## config.mk

```make
export PLATFORM = sky130hd
export DESIGN_NAME = rst_timeout_seq
export DESIGN_NICKNAME = d
export VERILOG_FILES = /design/src/rtl/rts_pkg.sv /design/src/rtl/rts_bor_filter.sv /design/src/rtl/rts_wait_timer.sv /design/src/rtl/rts_rst_release.sv /design/src/rtl/rst_timeout_seq.sv
export SDC_FILE = /design/constraint.sdc
export NUM_CORES = 1
export LEC_CHECK = 0
export BUFFER_PORTS_ARGS = -buffer_cell sky130_fd_sc_hd__buf_2
export CORE_AREA = 5 5 52 72
export DETAILED_ROUTE_END_ITERATION = 7
export DIE_AREA = 0 0 57 77
export GPL_ROUTABILITY_DRIVEN = 0
export PLACE_DENSITY = 0.8
export SETUP_SLACK_MARGIN = 0.4
export SKIP_CTS_REPAIR_TIMING = 1
export SLEW_MARGIN = 20
export SYNTH_ARGS = -nofsm -noshare
export SYNTH_HDL_FRONTEND = slang
export SYNTH_SLANG_ARGS = --single-unit
```

## constraint.sdc

```tcl
create_clock -name clk -period 2.3 [get_ports clk]
set_clock_uncertainty 0.2 [all_clocks]
set_input_delay 0.46 -clock clk [delete_from_list [all_inputs] [get_ports clk]]
set_output_delay 0.46 -clock clk [all_outputs]
set_load 0.02 [all_outputs]
```

## src/rtl/rts_pkg.sv

```systemverilog
package rts_pkg;
  typedef enum logic [2:0] {
    ST_IDLE = 3'd0,
    ST_PWRT = 3'd1,
    ST_OST  = 3'd2,
    ST_PLL  = 3'd3,
    ST_BOR  = 3'd4,
    ST_RUN  = 3'd5
  } rts_state_e;

  localparam logic [1:0] OSC_RC = 2'd3;

  function automatic logic is_xtal(input logic [1:0] mode);
    return mode != OSC_RC;
  endfunction
endpackage

```

## src/rtl/rts_bor_filter.sv

```systemverilog
module rts_bor_filter #(
  parameter int TBOR = 3
) (
  input  logic clk,
  input  logic por_i,
  input  logic en_i,
  input  logic low_i,
  input  logic tick_i,
  output logic trip_o
);
  localparam int FW = (TBOR < 2) ? 1 : $clog2(TBOR + 1);
  localparam logic [FW-1:0] LAST = FW'(TBOR - 1);

  logic [FW-1:0] run_q;

  always_ff @(posedge clk or posedge por_i) begin
    if (por_i)                     run_q <= '0;
    else if (!en_i || !low_i)      run_q <= '0;
    else if (tick_i && run_q != LAST) run_q <= run_q + FW'(1);
  end

  assign trip_o = en_i & low_i & tick_i & (run_q == LAST);

  generate
    if (TBOR >= 2) begin : g_chk
      // a trip needs the flag to have been high before this cycle
      p_trip_held_r5: assert property (@(posedge clk) disable iff (por_i)
        trip_o |-> $past(low_i));
    end
  endgenerate
endmodule

```

## src/rtl/rts_wait_timer.sv

```systemverilog
module rts_wait_timer #(
  parameter int CW = 11
) (
  input  logic          clk,
  input  logic          por_i,
  input  logic          clear_i,
  input  logic          tick_i,
  input  logic [CW-1:0] limit_i,
  output logic          done_o
);
  logic [CW-1:0] cnt_q;

  assign done_o = tick_i & (cnt_q == limit_i - CW'(1));

  always_ff @(posedge clk or posedge por_i) begin
    if (por_i)                 cnt_q <= '0;
    else if (clear_i)          cnt_q <= '0;
    else if (tick_i && !done_o) cnt_q <= cnt_q + CW'(1);
  end

  // the count never passes the limit of the wait in progress
  p_cnt_range_r2: assert property (@(posedge clk) disable iff (por_i)
    cnt_q < limit_i);
endmodule

```

## src/rtl/rts_rst_release.sv

```systemverilog
module rts_rst_release #(
  parameter int STAGES = 1
) (
  input  logic clk,
  input  logic por_i,
  input  logic pin_n_i,
  input  logic busy_i,
  output logic rst_o
);
  logic hold;
  logic [STAGES-1:0] sync_q;

  assign hold = por_i | ~pin_n_i;

  always_ff @(posedge clk or posedge hold) begin
    if (hold) sync_q <= '1;
    else      sync_q <= STAGES'(sync_q << 1);
  end

  assign rst_o = sync_q[STAGES-1] | busy_i;

  // reset only falls while the pin is high
  p_release_pin_r11: assert property (@(posedge clk) disable iff (por_i)
    $fell(rst_o) |-> pin_n_i);
endmodule

```

## src/rtl/rst_timeout_seq.sv

```systemverilog
module rst_timeout_seq
  import rts_pkg::*;
#(
  parameter int TPWRT      = 8,
  parameter int OST_CYC    = 1024,
  parameter int TPLL       = 4,
  parameter int TBOR       = 3,
  parameter int REL_STAGES = 1
) (
  input  logic       clk,
  input  logic       por_i,
  input  logic       bor_low_i,
  input  logic       ext_rst_n_i,
  input  logic       osc_tick_i,
  input  logic       rc_tick_i,
  input  logic       wake_i,
  input  logic [1:0] cfg_osc_mode_i,
  input  logic       cfg_pwrt_en_i,
  input  logic       cfg_bor_en_i,
  input  logic       cfg_pll_en_i,
  input  logic       bor_seen_clr_i,
  output logic       rst_o,
  output logic [2:0] state_o,
  output logic       bor_seen_o
);
  localparam int MAX_A = (TPWRT > TPLL) ? TPWRT : TPLL;
  localparam int MAX_W = (MAX_A > OST_CYC) ? MAX_A : OST_CYC;
  localparam int CW    = $clog2(MAX_W + 1);

  rts_state_e    state_q, state_d, after_pwrt, after_ost, after_wake;
  logic          cold_q, busy_q, seen_q;
  logic          xtal, trip, t_done, t_tick, t_clear;
  logic [CW-1:0] t_limit;

  assign xtal = is_xtal(cfg_osc_mode_i);

  rts_bor_filter #(.TBOR(TBOR)) i_filter (
    .clk(clk), .por_i(por_i), .en_i(cfg_bor_en_i), .low_i(bor_low_i),
    .tick_i(rc_tick_i), .trip_o(trip)
  );

  always_comb begin
    case (state_q)
      ST_PWRT: t_limit = CW'(TPWRT);
      ST_OST:  t_limit = CW'(OST_CYC);
      ST_PLL:  t_limit = CW'(TPLL);
      default: t_limit = CW'(1);
    endcase
    t_tick  = (state_q == ST_OST) ? osc_tick_i : rc_tick_i;
    t_clear = (state_d != state_q);
  end

  rts_wait_timer #(.CW(CW)) i_timer (
    .clk(clk), .por_i(por_i), .clear_i(t_clear), .tick_i(t_tick),
    .limit_i(t_limit), .done_o(t_done)
  );

  always_comb begin
    after_ost  = cfg_pll_en_i ? ST_PLL : ST_RUN;
    after_wake = xtal ? ST_OST : after_ost;
    if (cold_q && xtal)              after_pwrt = ST_OST;
    else if (cold_q && cfg_pll_en_i) after_pwrt = ST_PLL;
    else                             after_pwrt = ST_RUN;

    state_d = state_q;
    case (state_q)
      ST_IDLE: state_d = cfg_pwrt_en_i ? ST_PWRT : after_wake;
      ST_PWRT: begin
        if (cfg_bor_en_i && bor_low_i) state_d = ST_BOR;
        else if (t_done)               state_d = after_pwrt;
      end
      ST_OST:  if (t_done) state_d = after_ost;
      ST_PLL:  if (t_done) state_d = ST_RUN;
      ST_BOR:  if (!(cfg_bor_en_i && bor_low_i))
                 state_d = cfg_pwrt_en_i ? ST_PWRT : ST_RUN;
      ST_RUN:  if (wake_i) state_d = after_wake;
      default: state_d = ST_IDLE;
    endcase
    if (trip && state_q != ST_IDLE && state_q != ST_BOR) state_d = ST_BOR;
  end

  always_ff @(posedge clk or posedge por_i) begin
    if (por_i) begin
      state_q <= ST_IDLE;
      cold_q  <= 1'b1;
      busy_q  <= 1'b1;
      seen_q  <= 1'b0;
    end else begin
      state_q <= state_d;
      busy_q  <= (state_d != ST_RUN);
      if (state_d == ST_BOR) cold_q <= 1'b0;
      if (state_d == ST_BOR && state_q != ST_BOR) seen_q <= 1'b1;
      else if (bor_seen_clr_i)                    seen_q <= 1'b0;
    end
  end

  rts_rst_release #(.STAGES(REL_STAGES)) i_release (
    .clk(clk), .por_i(por_i), .pin_n_i(ext_rst_n_i), .busy_i(busy_q),
    .rst_o(rst_o)
  );

  assign state_o    = state_q;
  assign bor_seen_o = seen_q;

  // reset stays asserted outside the run state
  p_busy_hold_r10: assert property (@(posedge clk) disable iff (por_i)
    (state_q != ST_RUN) |-> rst_o);
  // oscillator wait entered only for a crystal mode
  p_ost_xtal_r3: assert property (@(posedge clk) disable iff (por_i)
    (state_q != ST_OST) ##1 (state_q == ST_OST) |-> $past(is_xtal(cfg_osc_mode_i)));
  // low flag during the power-up wait returns to brown-out
  p_reentry_r9: assert property (@(posedge clk) disable iff (por_i)
    (state_q == ST_PWRT && cfg_bor_en_i && bor_low_i) |=> (state_q == ST_BOR));
  // sticky flag is set on brown-out entry
  p_sticky_r7: assert property (@(posedge clk) disable iff (por_i)
    $rose(state_q == ST_BOR) |-> bor_seen_o);
  // a wake never runs the power-up wait
  p_wake_skip_r8: assert property (@(posedge clk) disable iff (por_i)
    (state_q == ST_RUN && wake_i) |=> (state_q != ST_PWRT));
endmodule

```

==> results.txt, run 1 <==
The worst-case setup margin in the final layout was -0.0287 ns; the total global routing overflow was 0. The number of antenna violations at the first check in global routing was 0. The post-synthesis async set-or-reset flop share came out at 1.00.

In the final layout, the multi-input gates occupy 0.00107 mm^2. In this run the standard cell core region covers 0.00306 mm^2. Registers take 507 um^2. By area the synthesized netlist is led by sky130_fd_sc_hd__dfrtp_1 (28%), sky130_fd_sc_hd__nor3_2 (7.3%), sky130_fd_sc_hd__dfstp_2 (5.2%), sky130_fd_sc_hd__xor2_1 (3.5%), sky130_fd_sc_hd__xnor2_1 (2.9%).

The critical path startpoint is state_o[0]. The maximum count of clock buffers along a single path was 2; the share of final-layout standard cells stronger than drive strength 1 was 0.427. The logs give 0.336 for the fraction of the yosys area taken by sequential cells and 0.429 GHz for the achievable frequency. The number of placed instances, taps included, is 224.

The number of nets handed over by synthesis was 175. The tools report the initial core utilization as 0.491. The port buffer count came out at 17.

For this run, the number of Yosys warnings is 0. In the synthesized netlist, the number of instances is 160. The total clock buffers created by CTS was 3; the post-route non-filler standard cell count was 231.

The worst setup path is captured at a register. The run gives 0.26 ns as the clock latency on the worst-skew pair. The delay of the slowest critical-path stage was 0.51 ns. Top cell family by delay on the critical path: compound AO/OA/AOI/OAI gates.

The number of pins with negative max-slew slack in the final report is 0, and the synthesis-stage register bit count is 20. After detailed routing, the number of vias per cell comes to 6.00. The total via count in the routed design is 1,387. The via count of the first global-routing pass was 1,409; the endpoint arrival time on the critical path was 2.28 ns. For the worst setup path, the data required time is 2.25 ns. The total power per unit cell area is 1180 mW/mm^2. Setup violations remaining at the end of the flow were counted as 9. The average wire per cell in the routed design was 17.0 um. The largest total area in the synthesized netlist belongs to sky130_fd_sc_hd__dfrtp_1. TritonCTS built the clock tree. The cell area after placement is 0.00176 mm^2, and the level count of the clock H-tree is 1. The library cell used most frequently in the layout, excluding fill and tap cells, is sky130_fd_sc_hd__buf_2.

The width of the die is 57 um, and the area growth from synthesis to final layout is 31.1%. The combined buffer and inverter count along the critical path is 1, and the overall routing resource usage is 0.172. The filler cells instantiated in the layout total 261.

The floorplan has 24 rows. The most used flip-flop cell after synthesis is sky130_fd_sc_hd__dfrtp_1. The cell type of the slowest stage on the worst timing path was sky130_fd_sc_hd__dfrtp_2.

The setup path with the least slack is of type reg2reg. The number of optimization iterations in the first detailed-route pass was 4; the peak supply drop was 0.000666 V. The fraction of the cycle the final worst path needs was 1.01; the final wirelength was 3.93 mm. The run gives 0 as the number of nets with antenna violations after detailed routing. For this design the static power due to leakage is 0.802 nW. Yosys mapped a number of flops with a built-in enable equal to 0. Across the run, the number of max-cap violations was 0. The number of clock sinks is 20. For the headroom to the max-slew limit, the log shows 0.523. Along the worst path, the maximum fanout reaches 10.

The final reports fail on negative setup slack. STA classifies the critical path startpoint as a register. The worst register-to-register path begins at state_o[0]. The die is 77 um tall. The type of the worst min-delay path was in2async. Walking the worst path, the cells encountered are nor3b_4, mux2_4, a31oi_1, a311oi_2, o2111a_2, buf_6, nor3_4. The run gives 20 as the largest net degree at the start of global routing. The final hold violation count is 0.

The post-route minimum period was 2.33 ns. The tools report the net total in the final layout as 208. The first global-routing pass estimated 6.22 mm of wire. For the pin with the worst max-slew slack, the measured transition is 0.714 ns. The tools report the utilization after layout as 0.643. The post-synthesis instance area is 0.00150 mm^2.

The worst-case hold slack was 0.0505 ns; the detailed router's first-iteration violation count was 45. After synthesis, the mean cell area works out to 9.39 um^2. After clock tree synthesis, the clock-pin slew on the worst setup and hold paths is 0.08 ns. The tools report the post-layout instance area as 0.00197 mm^2. Setup repair after global routing could not meet its margin everywhere. The HPWL after detailed placement is 2.85 mm.

The area enclosed by the die boundary is 0.00439 mm^2, and the total power is 2.32 mW. The share of Yosys cell area claimed by the top area cell type is 0.283. The repair_antennas step left the layout with diodes totalling 0. In this run, distinct cell masters in the synthesized netlist total 55.

Leaving out fill and tap cells, the most frequent cells in the layout are sky130_fd_sc_hd__buf_2 (17), sky130_fd_sc_hd__dfrtp_1 (15), sky130_fd_sc_hd__buf_4 (13). The cell at the root of the clock tree was sky130_fd_sc_hd__clkbuf_8. The run finished, with violations left. The number of DRC violations after detailed routing is 0. 18 I/O pins were placed.
==> sequential cells by signal (all words and copies together) (netlist names) <==
| register | count |
|---|---|
| bor_seen_o | 1 |
| busy_q | 1 |
| cold_q | 1 |
| i_filter.run_q | 2 |
| i_release.sync_q | 1 |
| i_timer.cnt_q | 11 |
| state_o | 3 |
==> report_power, final <==
group	total [mW]	internal, mW	switching [mW]
clock network	0.354	0.232	0.121
logic	1.48	0.651	0.834
registers	0.483	0.404	0.0792
total	2.32	1.29	1.03
==> path summary, 6_finish.rpt <==
check	slack, ns	depth (start not counted)	endpoint
min reg2reg	0.32	2	cold_q
max	-0.03	7	i_timer.cnt_q[7]
min in group clk	0.19	2	bor_seen_o
max reg2reg	-0.03	7	i_timer.cnt_q[7]
min	0.05	2	i_release.sync_q
max in group asynchronous	1.29	2	state_o[0]
==> per-layer routing <==
layer	wire length [um]	share of wire	track usage	vias up
met3	161	0.041	0.0151	10
met1	1480	0.38	0.189	670
met4	93	0.024	0.0603	0
li1	-	-	-	661
met2	2190	0.56	0.331	46
met5	0	0	0	-
==> cell type report <==
class | instances | share of cell area
clock buffers | 3 | 0.0210
clock inverters | 1 | 0.0152
inverters | 6 | 0.0114
multi-input cells | 127 | 0.545
flip-flops and latches | 20 | 0.257
well taps | 39 | 0.0248
repair buffers | 35 | 0.126
==> cell usage after synthesis, drive strengths merged, types with 2 or more instances <==
cell / number
nand2b: 4
inv: 6
nor3b: 2
a31oi: 2
ha: 2
o2bb2ai: 2
o21ai: 7
or3: 2
xnor2: 5
and3: 6
buf: 6
a211oi: 4
and2: 4
mux2i: 3
dfrtp: 17
a21oi: 6
a311oi: 2
xor2: 6
o211ai: 4
o22ai: 2
dfstp: 3
nor2: 11
nand2: 9
nand4: 5
nand3: 7
nor3: 13
==> worst register-to-register path: cells and delay by family, from the launching register on <==
| family | cells | cell delay (ns) |
|---|---|---|
| AOI/OAI and AO/OA | 3 | 0.67 |
| buffers and inverters | 1 | 0.16 |
| DFF | 1 | 0.51 |
| muxes | 1 | 0.28 |
| and+or+nand+nor | 2 | 0.40 |
==> per-stage QoR <==
| stage | setup TNS, ns | setup WS [ns] |
|---|---|---|
| 2_1_floorplan | 0 | 0.114 |
| 3_3_place_gp | 0 | 0.0425 |
| 3_5_place_dp | -0.204 | -0.0528 |
| 4_1_cts | -0.325 | -0.0621 |
| 5_1_grt | -0.938 | -0.101 |
| 6_report | -0.140 | -0.0287 |
==> logic make-up after synthesis <==
family / share of synthesized area
buf+inv: 0.0441
flops: 0.336
fa+ha+maj: 0.0167
other cells: 0.00250
compound gates: 0.191
simple gates: 0.316
xor+xnor: 0.0641
mux: 0.0300
Power figures use the tool's default switching activity.
==> run 2, diff against run 1 <==
--- a/config.mk
+++ b/config.mk
@@ -6,11 +6,11 @@
 export NUM_CORES = 1
 export LEC_CHECK = 0
 export BUFFER_PORTS_ARGS = -buffer_cell sky130_fd_sc_hd__buf_2
-export CORE_AREA = 5 5 52 72
+export CORE_AREA = 5 5 57 84
 export DETAILED_ROUTE_END_ITERATION = 7
-export DIE_AREA = 0 0 57 77
+export DIE_AREA = 0 0 62 89
 export GPL_ROUTABILITY_DRIVEN = 0
-export PLACE_DENSITY = 0.8
+export PLACE_DENSITY = 0.65
 export SETUP_SLACK_MARGIN = 0.4
 export SKIP_CTS_REPAIR_TIMING = 1
 export SLEW_MARGIN = 20
==> results.txt, run 2 (same netlist as run 1, synthesis figures left out) <==
The run gives 0.25 ns as the clock latency on the worst-skew pair. STA classifies the critical path endpoint as a register. The share of final-layout standard cells stronger than drive strength 1 was 0.429.

Total area of multi-input combinational cells: 0.00102 mm^2. The checks that failed: negative setup slack. The final hold violation count was 0.

In the final design database the tool counted 214 nets. The run gives 40 as the detailed router's first-iteration violation count. The achievable frequency was 0.429 GHz; the total clock buffers created by CTS was 3.

The run gives -0.03 ns as the flop-to-flop setup slack. The repair_antennas step left the layout with diodes totalling 0. The first detailed-routing pass ran for 4 iterations.

The tool flagged a number of max-cap violations equal to 0. The fraction of the cycle the final worst path needs came out at 1.01. The number of antenna violations at the first check in global routing is 0. The peak supply drop was 0.000692 V; the width of the die was 62 um. Excluding fillers, the count of instances in the completed layout stands at 243.

The port buffer count is 17. Data arrives at the worst endpoint at 2.29 ns. For the worst flop-to-flop path, the logic depth is 7.

Overall power consumption after layout is estimated at 2.15 mW. The register with the most flip-flops in the layout has 11 of them. The vertical extent of the die is 89 um. Boundary pin count: 18. The library cell used most frequently in the layout, excluding fill and tap cells, is sky130_fd_sc_hd__buf_4. The logs give 1 for the level count of the clock H-tree and 2.26 ns for the required time of the critical path. The run gives 0.154 as the overall routing resource usage.

The number of pins with negative max-slew slack in the final report was 0. CTS placed an instance of sky130_fd_sc_hd__clkbuf_8 at the clock tree root. The total overflow left after global routing is 0. TritonCTS built the clock tree. The post-route minimum period is 2.33 ns. Via count of the first global-routing pass: 1,488. Global-route wire length before repair: 6.60 mm. The tools report the capture instance of the worst register-to-register path as i_timer.cnt_q[10]. The tightest hold path in the finished design has a slack of 0.0581 ns. Of all nets on the critical path, the largest fanout is 11. Entering global routing, the biggest net connects 20 pins. The transition time at the pin with the least slew margin is 0.736 ns. The maximum count of clock buffers along a single path was 2; the number of DRC violations after detailed routing was 0. Dividing the detail-routed via count by the number of cells gives 5.73. In this run the power density over the cells is 1110 mW/mm^2. The run finished, with violations left. The tools report the sequential cell area as 507 um^2.

The top cell types in the final layout, fill and taps aside, are sky130_fd_sc_hd__buf_4 (22), sky130_fd_sc_hd__buf_2 (17), sky130_fd_sc_hd__dfrtp_1 (15). After floorplanning, the core was sized to cover 0.00392 mm^2. The total leakage power was 0.798 nW. The tools report the critical register-to-register path startpoint as i_timer.cnt_q[7].

The worst-case setup margin in the final layout was -0.0283 ns; the number of clock sinks was 20. The routed layout has 1,392 vias. The post-CTS clock slew at the launch and capture registers of the worst setup and hold paths is 0.08 ns.

Dividing the detail-routed wire length by the instance count gives 15.5 um. The routed design has 3.78 mm of wire. The initial core utilization is 0.383. For the detailed-placement wirelength estimate, the log shows 3.02 mm. The register with the most flip-flops in the final layout is i_timer.cnt_q. The run gives 235 as the cell total after placement.

Relative to the synthesized area, the layout overhead comes to 29.2%. The headroom to the max-slew limit was 0.509. The tools report the number of fill cells as 396. In this run the remaining antenna-violating nets after routing total 0. The die covers 0.00552 mm^2. The number of setup violations in the final report was 1. Setup repair after global routing could not meet its margin everywhere. By startpoint and endpoint, the worst setup path is classified as reg2reg. The floorplan has 28 rows. The tools report the sort of element at the start of the critical path as a register. Type of the worst min-delay path: in2async. The sum of negative setup slack came out at -0.0283 ns.
==> run 2: worst max-delay path: stages (launching register included) <==
cell and delay (ns):
sky130_fd_sc_hd__dfrtp_1 0.38, sky130_fd_sc_hd__or4_4 0.55, sky130_fd_sc_hd__nor3_4 0.29, sky130_fd_sc_hd__o221a_4 0.26
sky130_fd_sc_hd__nand2_2 0.07, sky130_fd_sc_hd__o2111a_1 0.17, sky130_fd_sc_hd__buf_12 0.16, sky130_fd_sc_hd__a211oi_2 0.16
==> run 2: worst max-delay path by stage <==
stage	cells after the start	endpoint	start
6_report	7	i_timer.cnt_q[10]	i_timer.cnt_q[7]
5_1_grt	8	i_timer.cnt_q[10]	state_o[0]
4_1_cts	7	i_timer.cnt_q[10]	i_timer.cnt_q[5]
3_5_place_dp	7	i_timer.cnt_q[10]	i_timer.cnt_q[5]
3_3_place_gp	7	i_timer.cnt_q[10]	i_timer.cnt_q[5]
2_1_floorplan	8	i_timer.cnt_q[2]	state_o[2]
==> run 2: power by group <==
part	internal (mW)	switching, mW	total [mW]	leakage [nW]
sequential	0.404	0.0624	0.467	0.260
clock	0.123	0.111	0.233	0.0228
combinational	0.666	0.787	1.45	0.516
total	1.19	0.960	2.15	0.798
==> run 2: area by class of cell <==
type / count / area share
timing repair buffer: 41 / 0.149
tap: 45 / 0.0290
inverter: 6 / 0.0116
clock buffer: 4 / 0.0232
multi-input combinational: 127 / 0.526
sequential: 20 / 0.261
==> run 2: per-layer routing <==
layer / track usage / wire [um] / up-vias
met5: 0 / 0 / -
met4: 0.0541 / 83 / 0
met3: 0.0202 / 83 / 8
met2: 0.292 / 2160 / 24
met1: 0.167 / 1440 / 685
li1: - / - / 675
==> run 2: through the flow <==
stage                      util  instance area [um^2]  worst slack [ns]
after floorplan               -                  1570             0.114
after global placement    0.464                  1820            0.0734
after detailed placement  0.464                  1820           -0.0189
after CTS                 0.475                  1870           -0.0727
after global routing      0.495                  1940           -0.0697
final                     0.495                  1940           -0.0283
